**src/rtl/corr_pkg.sv**
```systemverilog
package corr_pkg;
  localparam int unsigned CORR_BITS_DEF  = 64;
  localparam int unsigned CORR_GROUP_DEF = 8;
  localparam int unsigned CORR_SUPER_DEF = 4;

  typedef enum logic {
    MATCH_AGREE    = 1'b0,
    MATCH_DISAGREE = 1'b1
  } match_mode_e;
endpackage

```
**src/rtl/corr_sreg.sv**
```systemverilog
module corr_sreg #(
  parameter int unsigned W = 64,
  parameter logic [W-1:0] INIT = '0
) (
  input  logic         clk,
  input  logic         rst_n,
  input  logic         shift_en,
  input  logic         sin,
  output logic [W-1:0] q,
  output logic         sout
);
  always_ff @(posedge clk or negedge rst_n) begin
    if (!rst_n) q <= INIT;
    else if (shift_en) q <= {q[W-2:0], sin};
  end

  assign sout = q[W-1];

  // new bit lands at position 0
  a_r1_shift_entry: assert property (@(posedge clk) disable iff (!rst_n)
    shift_en |=> q[0] == $past(sin));
  // contents hold without an enable
  a_r2_shift_hold: assert property (@(posedge clk) disable iff (!rst_n)
    !shift_en |=> $stable(q));
endmodule

```
**src/rtl/corr_popcnt_pipe.sv**
```systemverilog
module corr_popcnt_pipe #(
  parameter int unsigned W     = 64,
  parameter int unsigned GROUP = 8,
  parameter int unsigned SUPER = 4
) (
  input  logic                     clk,
  input  logic                     rst_n,
  input  logic                     adv,
  input  logic                     in_valid,
  input  logic [W-1:0]             in_bits,
  input  logic [$clog2(W+1)-1:0]   thr,
  output logic                     out_valid,
  output logic [$clog2(W+1)-1:0]   out_count,
  output logic                     out_flag
);
  localparam int unsigned NG  = W / GROUP;
  localparam int unsigned NS  = NG / SUPER;
  localparam int unsigned GCW = $clog2(GROUP + 1);
  localparam int unsigned SCW = $clog2(GROUP * SUPER + 1);
  localparam int unsigned CW  = $clog2(W + 1);

  logic [NG-1:0][GCW-1:0] g_cnt, g_q;
  logic [NS-1:0][SCW-1:0] s_cnt, s_q;
  logic [CW-1:0]          total;
  logic                   v1, v2;

  // stage 1 input: per-group population counts
  for (genvar g = 0; g < NG; g++) begin : g_grp
    logic [GCW-1:0] acc;
    always_comb begin
      acc = '0;
      for (int b = 0; b < GROUP; b++) acc = acc + GCW'(in_bits[g*GROUP+b]);
    end
    assign g_cnt[g] = acc;
  end

  // stage 2 input: sums of SUPER groups
  for (genvar s = 0; s < NS; s++) begin : g_sup
    logic [SCW-1:0] acc;
    always_comb begin
      acc = '0;
      for (int k = 0; k < SUPER; k++) acc = acc + SCW'(g_q[s*SUPER+k]);
    end
    assign s_cnt[s] = acc;
  end

  // stage 3 input: final sum
  always_comb begin
    total = '0;
    for (int s = 0; s < NS; s++) total = total + CW'(s_q[s]);
  end

  always_ff @(posedge clk or negedge rst_n) begin
    if (!rst_n) begin
      v1        <= 1'b0;
      v2        <= 1'b0;
      out_valid <= 1'b0;
      g_q       <= '0;
      s_q       <= '0;
      out_count <= '0;
      out_flag  <= 1'b0;
    end else if (adv) begin
      v1        <= in_valid;
      g_q       <= g_cnt;
      v2        <= v1;
      s_q       <= s_cnt;
      out_valid <= v2;
      out_count <= total;
      out_flag  <= (total >= thr);
    end
  end

  // valid tokens move one stage per advancing cycle
  a_r6_stage_advance: assert property (@(posedge clk) disable iff (!rst_n)
    adv |=> (v2 == $past(v1)) && (out_valid == $past(v2)));
  // a frozen pipeline keeps its output
  a_r8_freeze: assert property (@(posedge clk) disable iff (!rst_n)
    !adv |=> $stable(out_count) && $stable(out_flag) && $stable(out_valid));
  // count never exceeds the width
  a_r4_count_bound: assert property (@(posedge clk) disable iff (!rst_n)
    out_valid |-> out_count <= CW'(W));
endmodule

```
**src/rtl/mask_bit_correlator.sv**
```systemverilog
module mask_bit_correlator
  import corr_pkg::*;
#(
  parameter int unsigned W     = CORR_BITS_DEF,
  parameter int unsigned GROUP = CORR_GROUP_DEF,
  parameter int unsigned SUPER = CORR_SUPER_DEF
) (
  input  logic                   clk,
  input  logic                   rst_n,
  input  logic                   din_valid,
  output logic                   din_ready,
  input  logic                   din,
  output logic                   data_sout,
  input  logic                   ref_shift,
  input  logic                   ref_sin,
  output logic                   ref_sout,
  input  logic                   ref_load,
  input  logic                   mask_shift,
  input  logic                   mask_sin,
  output logic                   mask_sout,
  input  logic                   invert,
  input  logic                   thr_load,
  input  logic [$clog2(W+1)-1:0] thr_value,
  output logic                   res_valid,
  input  logic                   res_ready,
  output logic [$clog2(W+1)-1:0] res_count,
  output logic                   res_flag
);
  localparam int unsigned CW = $clog2(W + 1);

  logic [W-1:0]  data_q, stage_q, mask_q, ref_q, win_next, hit_bits;
  logic [CW-1:0] thr_q;
  logic          accept, adv;
  match_mode_e   mode;

  assign adv       = !res_valid || res_ready;
  assign din_ready = adv;
  assign accept    = din_valid && adv;

  corr_sreg #(.W(W), .INIT('0)) u_data (
    .clk(clk), .rst_n(rst_n), .shift_en(accept), .sin(din),
    .q(data_q), .sout(data_sout));

  corr_sreg #(.W(W), .INIT('0)) u_stage (
    .clk(clk), .rst_n(rst_n), .shift_en(ref_shift), .sin(ref_sin),
    .q(stage_q), .sout(ref_sout));

  corr_sreg #(.W(W), .INIT('1)) u_mask (
    .clk(clk), .rst_n(rst_n), .shift_en(mask_shift), .sin(mask_sin),
    .q(mask_q), .sout(mask_sout));

  always_ff @(posedge clk or negedge rst_n) begin
    if (!rst_n) begin
      ref_q <= '0;
      thr_q <= '0;
    end else begin
      if (ref_load) ref_q <= stage_q;
      if (thr_load) thr_q <= thr_value;
    end
  end

  // window as it stands once the offered bit is in
  assign win_next = {data_q[W-2:0], din};
  assign mode     = invert ? MATCH_DISAGREE : MATCH_AGREE;

  always_comb begin
    if (mode == MATCH_DISAGREE) hit_bits = (win_next ^ ref_q) & mask_q;
    else                        hit_bits = ~(win_next ^ ref_q) & mask_q;
  end

  corr_popcnt_pipe #(.W(W), .GROUP(GROUP), .SUPER(SUPER)) u_sum (
    .clk(clk), .rst_n(rst_n), .adv(adv), .in_valid(accept),
    .in_bits(hit_bits), .thr(thr_q),
    .out_valid(res_valid), .out_count(res_count), .out_flag(res_flag));

  // the latch changes only on a load pulse
  a_r2_ref_hold: assert property (@(posedge clk) disable iff (!rst_n)
    !ref_load |=> $stable(ref_q));
  // a waiting result stays put
  a_r8_stall_hold: assert property (@(posedge clk) disable iff (!rst_n)
    (res_valid && !res_ready) |=> res_valid && $stable(res_count) && $stable(res_flag));
  // no data bit enters while a result waits
  a_r8_no_accept: assert property (@(posedge clk) disable iff (!rst_n)
    (res_valid && !res_ready && !mask_shift) |=> $stable(data_q));
endmodule

```
**config.mk**
```make
export PLATFORM = sky130hd
export DESIGN_NAME = mask_bit_correlator
export DESIGN_NICKNAME = d
export VERILOG_FILES = /design/src/rtl/corr_pkg.sv /design/src/rtl/corr_sreg.sv /design/src/rtl/corr_popcnt_pipe.sv /design/src/rtl/mask_bit_correlator.sv
export SDC_FILE = /design/constraint.sdc
export NUM_CORES = 1
export LEC_CHECK = 0
export ABC_CLOCK_PERIOD_IN_PS = 4730
export BUFFER_PORTS_ARGS = -buffer_cell sky130_fd_sc_hd__buf_4
export CAP_MARGIN = 15
export CORE_ASPECT_RATIO = 1.4
export CORE_UTILIZATION = 48
export DETAILED_ROUTE_END_ITERATION = 8
export PLACE_DENSITY = 0.74
export REMOVE_ABC_BUFFERS = 1
export SYNTH_ARGS = -nofsm -noshare
export SYNTH_HDL_FRONTEND = slang
export SYNTH_SLANG_ARGS = --single-unit
export TNS_END_PERCENT = 50
```
**constraint.sdc**
```tcl
create_clock -name clk -period 4.73 [get_ports clk]
set_input_delay 0.473 -clock clk [delete_from_list [all_inputs] [get_ports clk]]
set_output_delay 0.473 -clock clk [all_outputs]
set_load 0.005 [all_outputs]
```
==> flow_summary.json, run 1 <==
{
  "powerDensity_nw_per_um2": 538,
  "die-area_um2": 33600,
  "vias": 8411,
  "power.total_uw": 9380,
  "synth_area_leaders": "dfrtp_1 (40%), mux2_2 (15%), dfstp_2 (11%)",
  "grtUsageTotal": 0.158,
  "cp_slowest_cell": "fa_1",
  "initial_core_util": 0.487,
  "fp.dieW_um": 155,
  "rsz0062_at_grt": "false",
  "tritoncts": "built",
  "arrival_ns": 4.12,
  "drive_above_1_share": 0.336,
  "drv_cap": 0,
  "hpwl_um": 16000,
  "numCtsBuffers": 30,
  "antenna_left": 0,
  "period_needed_ns": 3.63,
  "cpMostUsedCell": "fa_1",
  "area_delta_synth_final_pct": 10.5,
  "end_kind": "flop",
  "yosysSeqAreaShare": 0.509,
  "cts-hold-fix-buffers": 0,
  "fin_skew_ns": 0.0138,
  "drt_iter0_drc": 328,
  "place_ws_ns": 0.643,
  "syn_area_per_cell_um2": 13.2,
  "postCtsSetupRepairBufs": 0,
  "dr.pass1.iters": 5,
  "antenna_found_initial": 0,
  "routed_wl_um": 25100,
  "finalWorstSetupSlack_ns": 1.10,
  "maxSlewHeadroom": 0.371,
  "overflow": 0,
  "cts_sinks": 318,
  "core_um2": 32400,
  "placed_cell_area_um2": 16400,
  "htreeDepth": 1,
  "cp_num_buf_inv": 3,
  "fin_setup_tns_ns": 0,
  "period_share": 0.767,
  "synth_cell_type_count": 28,
  "timing.fmax_mhz": 276,
  "cts_resized": 0,
  "drc_errors": 0,
  "crit_family": "adder cells",
  "n_antenna_cell": 0,
  "finalSetupViolCount": 0,
  "ir_drop_mv": 0.249,
  "synthesis.area_um2": 15800,
  "hold_viol": 0,
  "path_cells": "xor2_1 > xnor2_1 > and2_1 > ha_1 > inv_1 > fa_1 > inv_1 > fa_1 > inv_1 > fa_1 > fa_1 > xnor2_1 > nor2_1 > a21oi_1",
  "start_kind": "flop",
  "worst_pin_slew_ns": 0.943,
  "max-clock-path-buffers": 3,
  "required_ns": 5.22,
  "power_leakage_uw": 0.00859,
  "yosysTopAreaCell": "dfrtp_1",
  "grt_pass1_vias": 9059,
  "clock_latency_ns": 0.56,
  "avgRoutedWirePerCell_um": 14.8,
  "root_buffer": "clkbuf_16",
  "crit_type": "reg2reg",
  "layout.nets": 1343,
  "synthCells": 1200,
  "gp_congestion": 0.752,
  "row_count": 78,
  "io_buffers": 31,
  "yosysTopAreaCellShare": 0.403,
  "fillers": 2698,
  "ios": 32,
  "synth_seq_cells": 318,
  "synth_warnings": 0,
  "clk_pin_slew_worst_paths_ns": 0.06,
  "final_design_area_no_fill_um2": 17400,
  "cp_max_fo": 2,
  "holdCritPathClass": "in2async",
  "drv_slew": 0,
  "grt_max_degree": 122,
  "die-height_um": 217,
  "vias_per_cell": 4.98,
  "grt_pass1_wl_um": 44000,
  "status": "finished, final reports clean",
  "crit_path_max_incr_delay_ns": 0.53
}
==> cell type report <==
cell class,count,area [um2],area share
timing repair buffer,42,360,0.0207
multi-input combinational,751,7170,0.411
tap,440,551,0.0316
inverter,83,312,0.0179
clock inverter,10,83.8,0.00481
clock buffer,46,932,0.0534
sequential,318,8040,0.461
==> power breakdown <==
part / internal, uW / switching [uW] / total [uW] / leakage, uW
combinational: 1580 / 1560 / 3130 / 0.00409
sequential: 3400 / 415 / 3820 / 0.00400
clock: 1410 / 1020 / 2430 / 0.000502
total: 6390 / 2990 / 9380 / 0.00859
==> final timing paths <==
check | from | to | slack [ns] | depth (start not counted)
worst min register to register | u_sum.v2$_DFFE_PN0N_ | u_sum.out_valid$_DFFE_PN0N_ | 0.47 | 1
worst min-delay path | rst_n | u_stage.q[61]$_DFFE_PN0P_ | 0.01 | 1
max in group asynchronous | rst_n | u_mask.q[44]$_DFFE_PN1P_ | 3.66 | 2
min in group clk | thr_value[4] | thr_q[4]$_DFFE_PN0P_ | 0.13 | 3
worst max register to register | ref_q[16]$_DFFE_PN0P_ | u_sum.g_q[10]$_DFFE_PN0N_ | 1.10 | 14
worst max-delay path | ref_q[16]$_DFFE_PN0P_ | u_sum.g_q[10]$_DFFE_PN0N_ | 1.10 | 14
==> registers in the layout, indices dropped and copies added (netlist names) <==
| name | flops |
|---|---|
| u_sum.s_q | 12 |
| u_sum.out_valid | 1 |
| ref_q | 64 |
| thr_q | 7 |
| u_sum.out_flag | 1 |
| u_sum.g_q | 32 |
| u_sum.v1 | 1 |
| u_sum.v2 | 1 |
| u_stage.q | 64 |
| u_mask.q | 64 |
| u_sum.out_count | 7 |
| u_data.q | 64 |
==> cells by family (layout without fill, tap and decap cells) <==
| kind of cell | after synthesis | in the layout | share of synthesized area |
|---|---|---|---|
| xor+xnor | 147 | 147 | 0.0815 |
| simple gates | 165 | 165 | 0.0471 |
| fa+ha+maj | 98 | 98 | 0.0991 |
| flops | 318 | 318 | 0.509 |
| buf+inv | 131 | 181 | 0.0373 |
| compound gates | 81 | 81 | 0.0288 |
| mux | 260 | 260 | 0.197 |
==> per-stage QoR <==
step / hold WS, ns / instances / utilization
after floorplan: 0.177 / 1152 / -
after global placement: 0.440 / 1634 / 0.507
after detailed placement: 0.455 / 1634 / 0.507
after CTS: 0.0415 / 1690 / 0.538
after global routing: 0.0734 / 1690 / 0.538
final: 0.0130 / 1690 / 0.538
==> cell usage after synthesis <==
library cell	instances
a211oi_1	5
a21o_1	12
a21oi_1	37
and2_1	38
buf_2	36
buf_6	7
clkbuf_1	5
dfrtp_1	254
dfstp_2	64
fa_1	45
ha_1	53
inv_1	82
inv_2	1
mux2_2	211
mux2_4	49
nand2_1	87
nand2b_1	3
nand4_1	1
nor2_1	31
nor2b_1	2
nor2b_4	1
nor3_1	1
o211ai_1	1
o21ai_0	22
o22ai_1	4
or3_1	1
xnor2_1	74
xor2_1	73
==> per-layer routing <==
layer | vias to the layer above | GRT usage | wire, um | share of wire
met1 | 4303 | 0.201 | 10900 | 0.43
met5 | - | 0 | 0 | 0
met2 | 80 | 0.280 | 12900 | 0.52
met4 | 0 | 0.0526 | 629 | 0.025
li1 | 3992 | - | - | -
met3 | 36 | 0.0188 | 652 | 0.026
==> layout by cell type (no fill, tap or decap), types with 2 or more instances in the layout <==
cell        synthesis  routed
a211oi_1            5       5
a21o_1             12      12
a21oi_1            37      37
and2_1             38      38
buf_12              0       3
buf_4               0      38
clkbuf_1            5       5
clkbuf_16           0      31
clkbuf_8            0      10
clkinv_2            0       6
clkinvlp_4          0       2
dfrtp_1           254     254
dfstp_2            64      64
fa_1               45      45
ha_1               53      53
inv_1              82      82
mux2_2            211     211
mux2_4             49      49
nand2_1            87      86
nand2b_1            3       3
nor2_1             31      31
nor2b_1             2       2
o21ai_0            22      22
o22ai_1             4       4
xnor2_1            74      74
xor2_1             73      73
(Power assumes the default switching activity.)
==> run 2, diff against run 1 <==
Settings changed: ABC_AREA from default to 1, ABC_CLOCK_PERIOD_IN_PS 4730 to 3150, PLACE_DENSITY 0.74 to 0.76.
Clock period 4.73 ns to 3.15 ns, I/O delays scaled along.
==> run 2 against run 1 <==
The run now ends with negative setup slack left. Largest power group unchanged. Critical path type unchanged. First-iteration DRC count rose by 98%. Design area increased by 3.5%. Die area rose by 0.11%. Non-clock buffer count is 68 higher. Critical path depth decreased by 2. Total power is 53% higher.
==> flow_summary.json, run 2 <==
{
  "max-clock-path-buffers": 3,
  "htreeDepth": 1,
  "synthAdderAreaFrac": 0.0989,
  "initial_core_util": 0.488,
  "grtUsageTotal": 0.194,
  "clk_pin_slew_worst_paths_ns": 0.06,
  "grt_max_degree": 118,
  "cp_max_fo": 2,
  "grt_pass1_vias": 11600,
  "violations": "negative setup slack",
  "vias": 11200,
  "rsz0062_at_grt": "true",
  "p_sw_uw": 4990,
  "holdCritPathClass": "in2reg",
  "maxSlewHeadroom": 0.321,
  "antenna_found_initial": 0,
  "end_kind": "flop",
  "overflow": 0,
  "r2r_end": "u_sum.g_q[17]$_DFFE_PN0N_",
  "comb_power_share": 0.352,
  "vias_per_cell": 4.99,
  "worst_pin_slew_ns": 1.02,
  "avgRoutedWirePerCell_um": 13.9,
  "cp-startpoint": "u_data.q[31]$_DFFE_PN0P_",
  "grt_pass1_wl_um": 53700,
  "powerDensity_nw_per_um2": 794,
  "dr.pass1.iters": 5,
  "reg2reg_slack_ns": -0.16,
  "arrival_ns": 3.73,
  "synth-compound-area-share": 0.0891,
  "core_um2": 32400,
  "drt_iter0_drc": 651,
  "synth_warnings": 0,
  "drive_above_1_share": 0.152,
  "drv_cap": 0,
  "io_buffers": 31,
  "timing.fmax_mhz": 302,
  "layout.nets": 1898,
  "instances_no_fill": 2245,
  "synth_seq_cells": 318,
  "p_int_uw": 9350,
  "rr_worst_depth": 12,
  "area_delta_synth_final_pct": 14.2,
  "die-area_um2": 33700,
  "utilization": 0.557,
  "clkPwrFrac": 0.259,
  "crit_type": "reg2reg",
  "routed_wl_um": 31200,
  "antenna_left": 0,
  "synth_cell_type_count": 34,
  "syn_area_per_cell_um2": 9.17,
  "synth_mux_area_frac": 0.00214,
  "power_leakage_uw": 0.00869,
  "ir_drop_mv": 0.443,
  "synthSimpleGateAreaFrac": 0.154,
  "yosysTopAreaCell": "dfrtp_1",
  "hold_viol": 0,
  "cts_sinks": 318,
  "period_needed_ns": 3.31,
  "drc_errors": 0,
  "hpwl_um": 20200,
  "ys.flop_type": "dfrtp_1",
  "required_ns": 3.57,
  "period_share": 1.05,
  "drv_slew": 0,
  "layout_common_cells": "nand2_1 (387), dfrtp_1 (254), inv_1 (200)",
  "yosysTopAreaCellShare": 0.402,
  "timing.rr.start": "u_data.q[31]$_DFFE_PN0P_",
  "final_common_cell": "nand2_1",
  "fin_skew_ns": 0.0297,
  "clock_latency_ns": 0.58,
  "power.share.switching": 0.348,
  "numCtsBuffers": 29,
  "async_reset_ff_frac": 1.00,
  "fp.dieW_um": 155,
  "synthCells": 1723,
  "finalSetupViolCount": 15,
  "synth.most_common_cell": "nand2_1",
  "crit_end": "u_sum.g_q[17]$_DFFE_PN0N_",
  "synth-edff-count": 0,
  "start_kind": "flop",
  "place_inst": 2167,
  "root_buffer": "clkbuf_16",
  "ios": 32,
  "pwr-share-seq": 0.389,
  "finalWorstSetupSlack_ns": -0.160,
  "gp_congestion": 0.829,
  "tritoncts": "built",
  "synth_xor_area_frac": 0.0698,
  "synth_top_family_by_area": "simple AND/OR/NAND/NOR gates",
  "status": "finished with violations",
  "netlist_top_cells_count": "nand2_1 (388), dfrtp_1 (254), inv_1 (210)",
  "die-height_um": 217,
  "synthesis.area_um2": 15800,
  "row_count": 78,
  "hp-start": "thr_load",
  "synth_area_leaders": "dfrtp_1 (40%), dfstp_2 (11%), nand2_1 (9.2%)",
  "yosysSeqAreaShare": 0.509
}
[run 2: cell types whose count changed after synthesis, sizes merged, moves of 77 or more]
cell | before | now
mux2 | 260 | 3
nand2 | 87 | 389
a21oi | 37 | 114
o21ai | 22 | 149
nor2 | 31 | 120
inv | 83 | 212
[run 2: area by class of cell]
type                            instances  area [um2]
Antenna cell                            1        2.50
Clock buffer                           41         831
Clock inverter                         13         171
Fill cell                            2683       14300
Inverter                              212         798
Multi-Input combinational cell       1110        6750
Sequential cell                       318        8040
Tap cell                              440         551
Timing Repair Buffer                  110         911
[run 2: layer usage]
metal | share of wire | up-vias | global-route usage
li1 | - | 5481 | -
met1 | 0.41 | 5512 | 0.230
met2 | 0.53 | 161 | 0.360
met3 | 0.028 | 58 | 0.0206
met4 | 0.028 | 0 | 0.0703
met5 | 0 | - | 0
[run 2: logic make-up after synthesis]
family,Yosys count
fa+ha+maj,98
flops,318
simple gates,607
mux,3
buf+inv,295
compound gates,276
xor+xnor,126
[run 2: how the worst min path moves through the flow]
stage / depth (start not counted) / slack (ns) / to
floorplan: 0 / 0.02 / ref_q[0]$_DFFE_PN0P_
finish: 2 / 0.03 / thr_q[1]$_DFFE_PN0P_
global route: 2 / 0.03 / thr_q[1]$_DFFE_PN0P_
detailed placement: 1 / 0.26 / ref_q[0]$_DFFE_PN0P_
CTS: 2 / 0.01 / thr_q[1]$_DFFE_PN0P_
global placement: 1 / 0.25 / u_stage.q[0]$_DFFE_PN0P_
[run 2: power by group through the flow]
| stage | clock network (uW) | registers, uW | logic [uW] |
|---|---|---|---|
| 2_1_floorplan | 0 | 5480 | 3300 |
| 3_3_place_gp | 0 | 5600 | 4540 |
| 3_5_place_dp | 0 | 5630 | 4790 |
| 4_1_cts | 3780 | 5580 | 5050 |
| 5_1_grt | 3950 | 5670 | 5840 |
| 6_report | 3710 | 5580 | 5050 |
[run 2: critical path, cell delays in order (launching register included)]
cell     delay [ns]
dfrtp_1        0.42
xnor2_2        0.16
or2_1          0.24
a21oi_2        0.15
ha_1           0.13
inv_1          0.04
fa_1           0.49
inv_2          0.04
fa_1           0.47
inv_1          0.05
fa_2           0.36
fa_2           0.55
o21ai_2        0.05
[run 2: repair_timing]
action,CTS,global route
pin swaps,64,23
resized for setup,49,19
hold buffers,11,0
buffers inserted,6,6
hold endpoints to repair,58,0
endpoints found under the setup margin,24,18
cloned,0,0
[run 2: through the flow]
| step | hold WS [ns] | power (uW) | area [um2] | TNS, ns | setup slack, ns |
|---|---|---|---|---|---|
| finish | 0.0253 | 14300 | 18100 | -1.39 | -0.160 |
| detailed placement | 0.256 | 10400 | 16600 | -9.05 | -0.529 |
| global route | 0.0252 | 15500 | 18000 | -3.47 | -0.282 |
| floorplan | 0.0194 | 8780 | 15400 | -41.42 | -0.668 |
| CTS | 0.0134 | 14400 | 17900 | -1.67 | -0.165 |
| global placement | 0.252 | 10100 | 16600 | -6.88 | -0.436 |
==> run 3, diff against run 2 <==
Settings changed: ABC_AREA 1 to default, CELL_PAD_IN_SITES_DETAIL_PLACEMENT from default to 0, CELL_PAD_IN_SITES_GLOBAL_PLACEMENT from default to 2, CORE_UTILIZATION 48 to 41, PLACE_DENSITY 0.76 to 0.86, SETUP_SLACK_MARGIN from default to 0.2.
==> run 3 against run 2 <==
The flow still finishes with violations (negative setup slack). Largest power group unchanged. Setup slack improved by 0.0093 ns. Sequential power up 3%. Die area is 17% higher. Design area increased by 1.9%. Largest cell class unchanged.
==> flow_summary.json, run 3 (synthesis gave the netlist of run 1 again) <==
{
  "status": "finished with violations",
  "violations": "negative setup slack",
  "max-clock-path-buffers": 3,
  "antenna_found_initial": 0,
  "utilization": 0.488,
  "cp-startpoint": "ref_q[32]$_DFFE_PN0P_",
  "die-height_um": 234,
  "cts_sinks": 318,
  "drive_above_1_share": 0.410,
  "grt_pass1_wl_um": 46100,
  "start_kind": "flop",
  "gp_congestion": 0.754,
  "layout_common_cells": "dfrtp_1 (254), mux2_2 (211), buf_4 (92)",
  "period_share": 1.05,
  "hpwl_um": 17200,
  "hold_viol": 0,
  "clock_latency_ns": 0.57,
  "end_kind": "flop",
  "grt_max_degree": 72,
  "final_common_cell": "dfrtp_1",
  "ios": 32,
  "worst_pin_slew_ns": 0.923,
  "crit_path_max_incr_delay_ns": 0.54,
  "power.total_uw": 14900,
  "rsz0062_at_grt": "true",
  "n_antenna_cell": 0,
  "overflow": 0,
  "cp_num_buf_inv": 3,
  "holdCritPathClass": "in2reg",
  "drv_cap": 0,
  "row_count": 84,
  "htreeDepth": 1,
  "drv_slew": 0,
  "arrival_ns": 3.72,
  "fillers": 3295,
  "period_needed_ns": 3.30,
  "area_delta_synth_final_pct": 16.6,
  "vias_per_cell": 4.79,
  "crit_end": "u_sum.g_q[17]$_DFFE_PN0N_",
  "tritoncts": "built",
  "timing.fmax_mhz": 303,
  "place_inst": 1706,
  "core_um2": 37700,
  "drc_errors": 0,
  "vias": 8595,
  "grtUsageTotal": 0.143,
  "fp.dieW_um": 168,
  "crit_family": "adder cells",
  "die-area_um2": 39300,
  "cp_max_fo": 2,
  "crit_cells": 12,
  "powerDensity_nw_per_um2": 811,
  "path_cells": "xor2_1 > xnor2_1 > and2_1 > ha_1 > inv_1 > fa_1 > inv_1 > fa_1 > inv_2 > fa_2 > fa_2 > a21oi_2",
  "rr_worst_depth": 12,
  "numCtsBuffers": 31,
  "layout.nets": 1414,
  "r2r_end": "u_sum.g_q[17]$_DFFE_PN0N_",
  "timing.rr.start": "ref_q[32]$_DFFE_PN0P_",
  "required_ns": 3.57,
  "instances_no_fill": 1795,
  "finalSetupViolCount": 16,
  "reg2reg_slack_ns": -0.15,
  "place_ws_ns": -0.525,
  "cp_slowest_cell": "fa_2",
  "clk_pin_slew_worst_paths_ns": 0.07,
  "root_buffer": "clkbuf_16",
  "fin_skew_ns": 0.0182,
  "antenna_left": 0,
  "ir_drop_mv": 0.517,
  "initial_core_util": 0.418,
  "dr.pass1.iters": 4,
  "grt_pass1_vias": 9425,
  "finalWorstSetupSlack_ns": -0.151,
  "crit_type": "reg2reg",
  "power_leakage_uw": 0.00901,
  "maxSlewHeadroom": 0.385,
  "drt_iter0_drc": 302,
  "avgRoutedWirePerCell_um": 14.5,
  "routed_wl_um": 26100,
  "io_buffers": 31
}
run 3: cell count changes in the layout (fill, tap and decap cells not counted), sizes merged, moves of 36 or more:
cell,change
o21ai,-127
a21oi,-77
mux2,+257
nand2,-302
nor2,-89
nand3,-76
inv,-129
and2,+36
run 3: report_power, final:
group          switching (uW)  internal [uW]  total [uW]  leakage, uW
Combinational            2480           2710        5190      0.00447
Sequential                611           5110        5720      0.00400
Clock                    1570           2450        4020     0.000538
run 3: layout make-up:
class,instances,area [um2],area share
Clock inverter,15,243,0.0132
Clock buffer,43,881,0.0479
Tap cell,473,592,0.0322
Timing Repair Buffer,112,966,0.0525
Multi-Input combinational cell,751,7370,0.401
Sequential cell,318,8040,0.437
Inverter,83,312,0.0169
run 3: routing by layer:
layer / track usage / wire [um] / vias to the layer above
li1: - / - / 4137
met1: 0.177 / 11400 / 4346
met2: 0.258 / 13400 / 74
met3: 0.0179 / 678 / 38
met4: 0.0459 / 589 / 0
met5: 0 / 0 / -
run 3: worst register-to-register path, delay by kind of cell (launching register included):
family	cells	cell delay [ns]
flops	1	0.40
fa+ha+maj	5	2.14
buf+inv	3	0.13
xor+xnor	2	0.30
simple gates	1	0.14
compound gates	1	0.05
run 3: worst min path at each step:
stage	to	cells past startpoint	startpoint	slack, ns
final	thr_q[5]$_DFFE_PN0P_	2	thr_load	0.03
after global placement	u_stage.q[11]$_DFFE_PN0P_	1	rst_n	0.32
after detailed placement	u_stage.q[11]$_DFFE_PN0P_	1	rst_n	0.32
after CTS	thr_q[5]$_DFFE_PN0P_	2	thr_load	0.004
after floorplan	ref_q[0]$_DFFE_PN0P_	0	rst_n	0.02
after global routing	thr_q[1]$_DFFE_PN0P_	2	thr_load	0.03
run 3: timing repair:
item,CTS,global route
cloned,0,0
hold endpoints to repair,63,0
gates resized for setup,36,31
hold buffers,12,0
setup endpoints to repair,33,35
pin swaps,84,41
setup buffers,13,6
run 3: per-stage QoR:
stage               TNS [ns]  hold WS [ns]  area, um2
floorplan             -57.63        0.0194      15500
global placement       -6.71         0.318      16800
detailed placement     -7.59         0.317      16800
CTS                    -1.66       0.00394      18200
global route           -4.02        0.0330      18400
finish                 -1.53        0.0321      18400
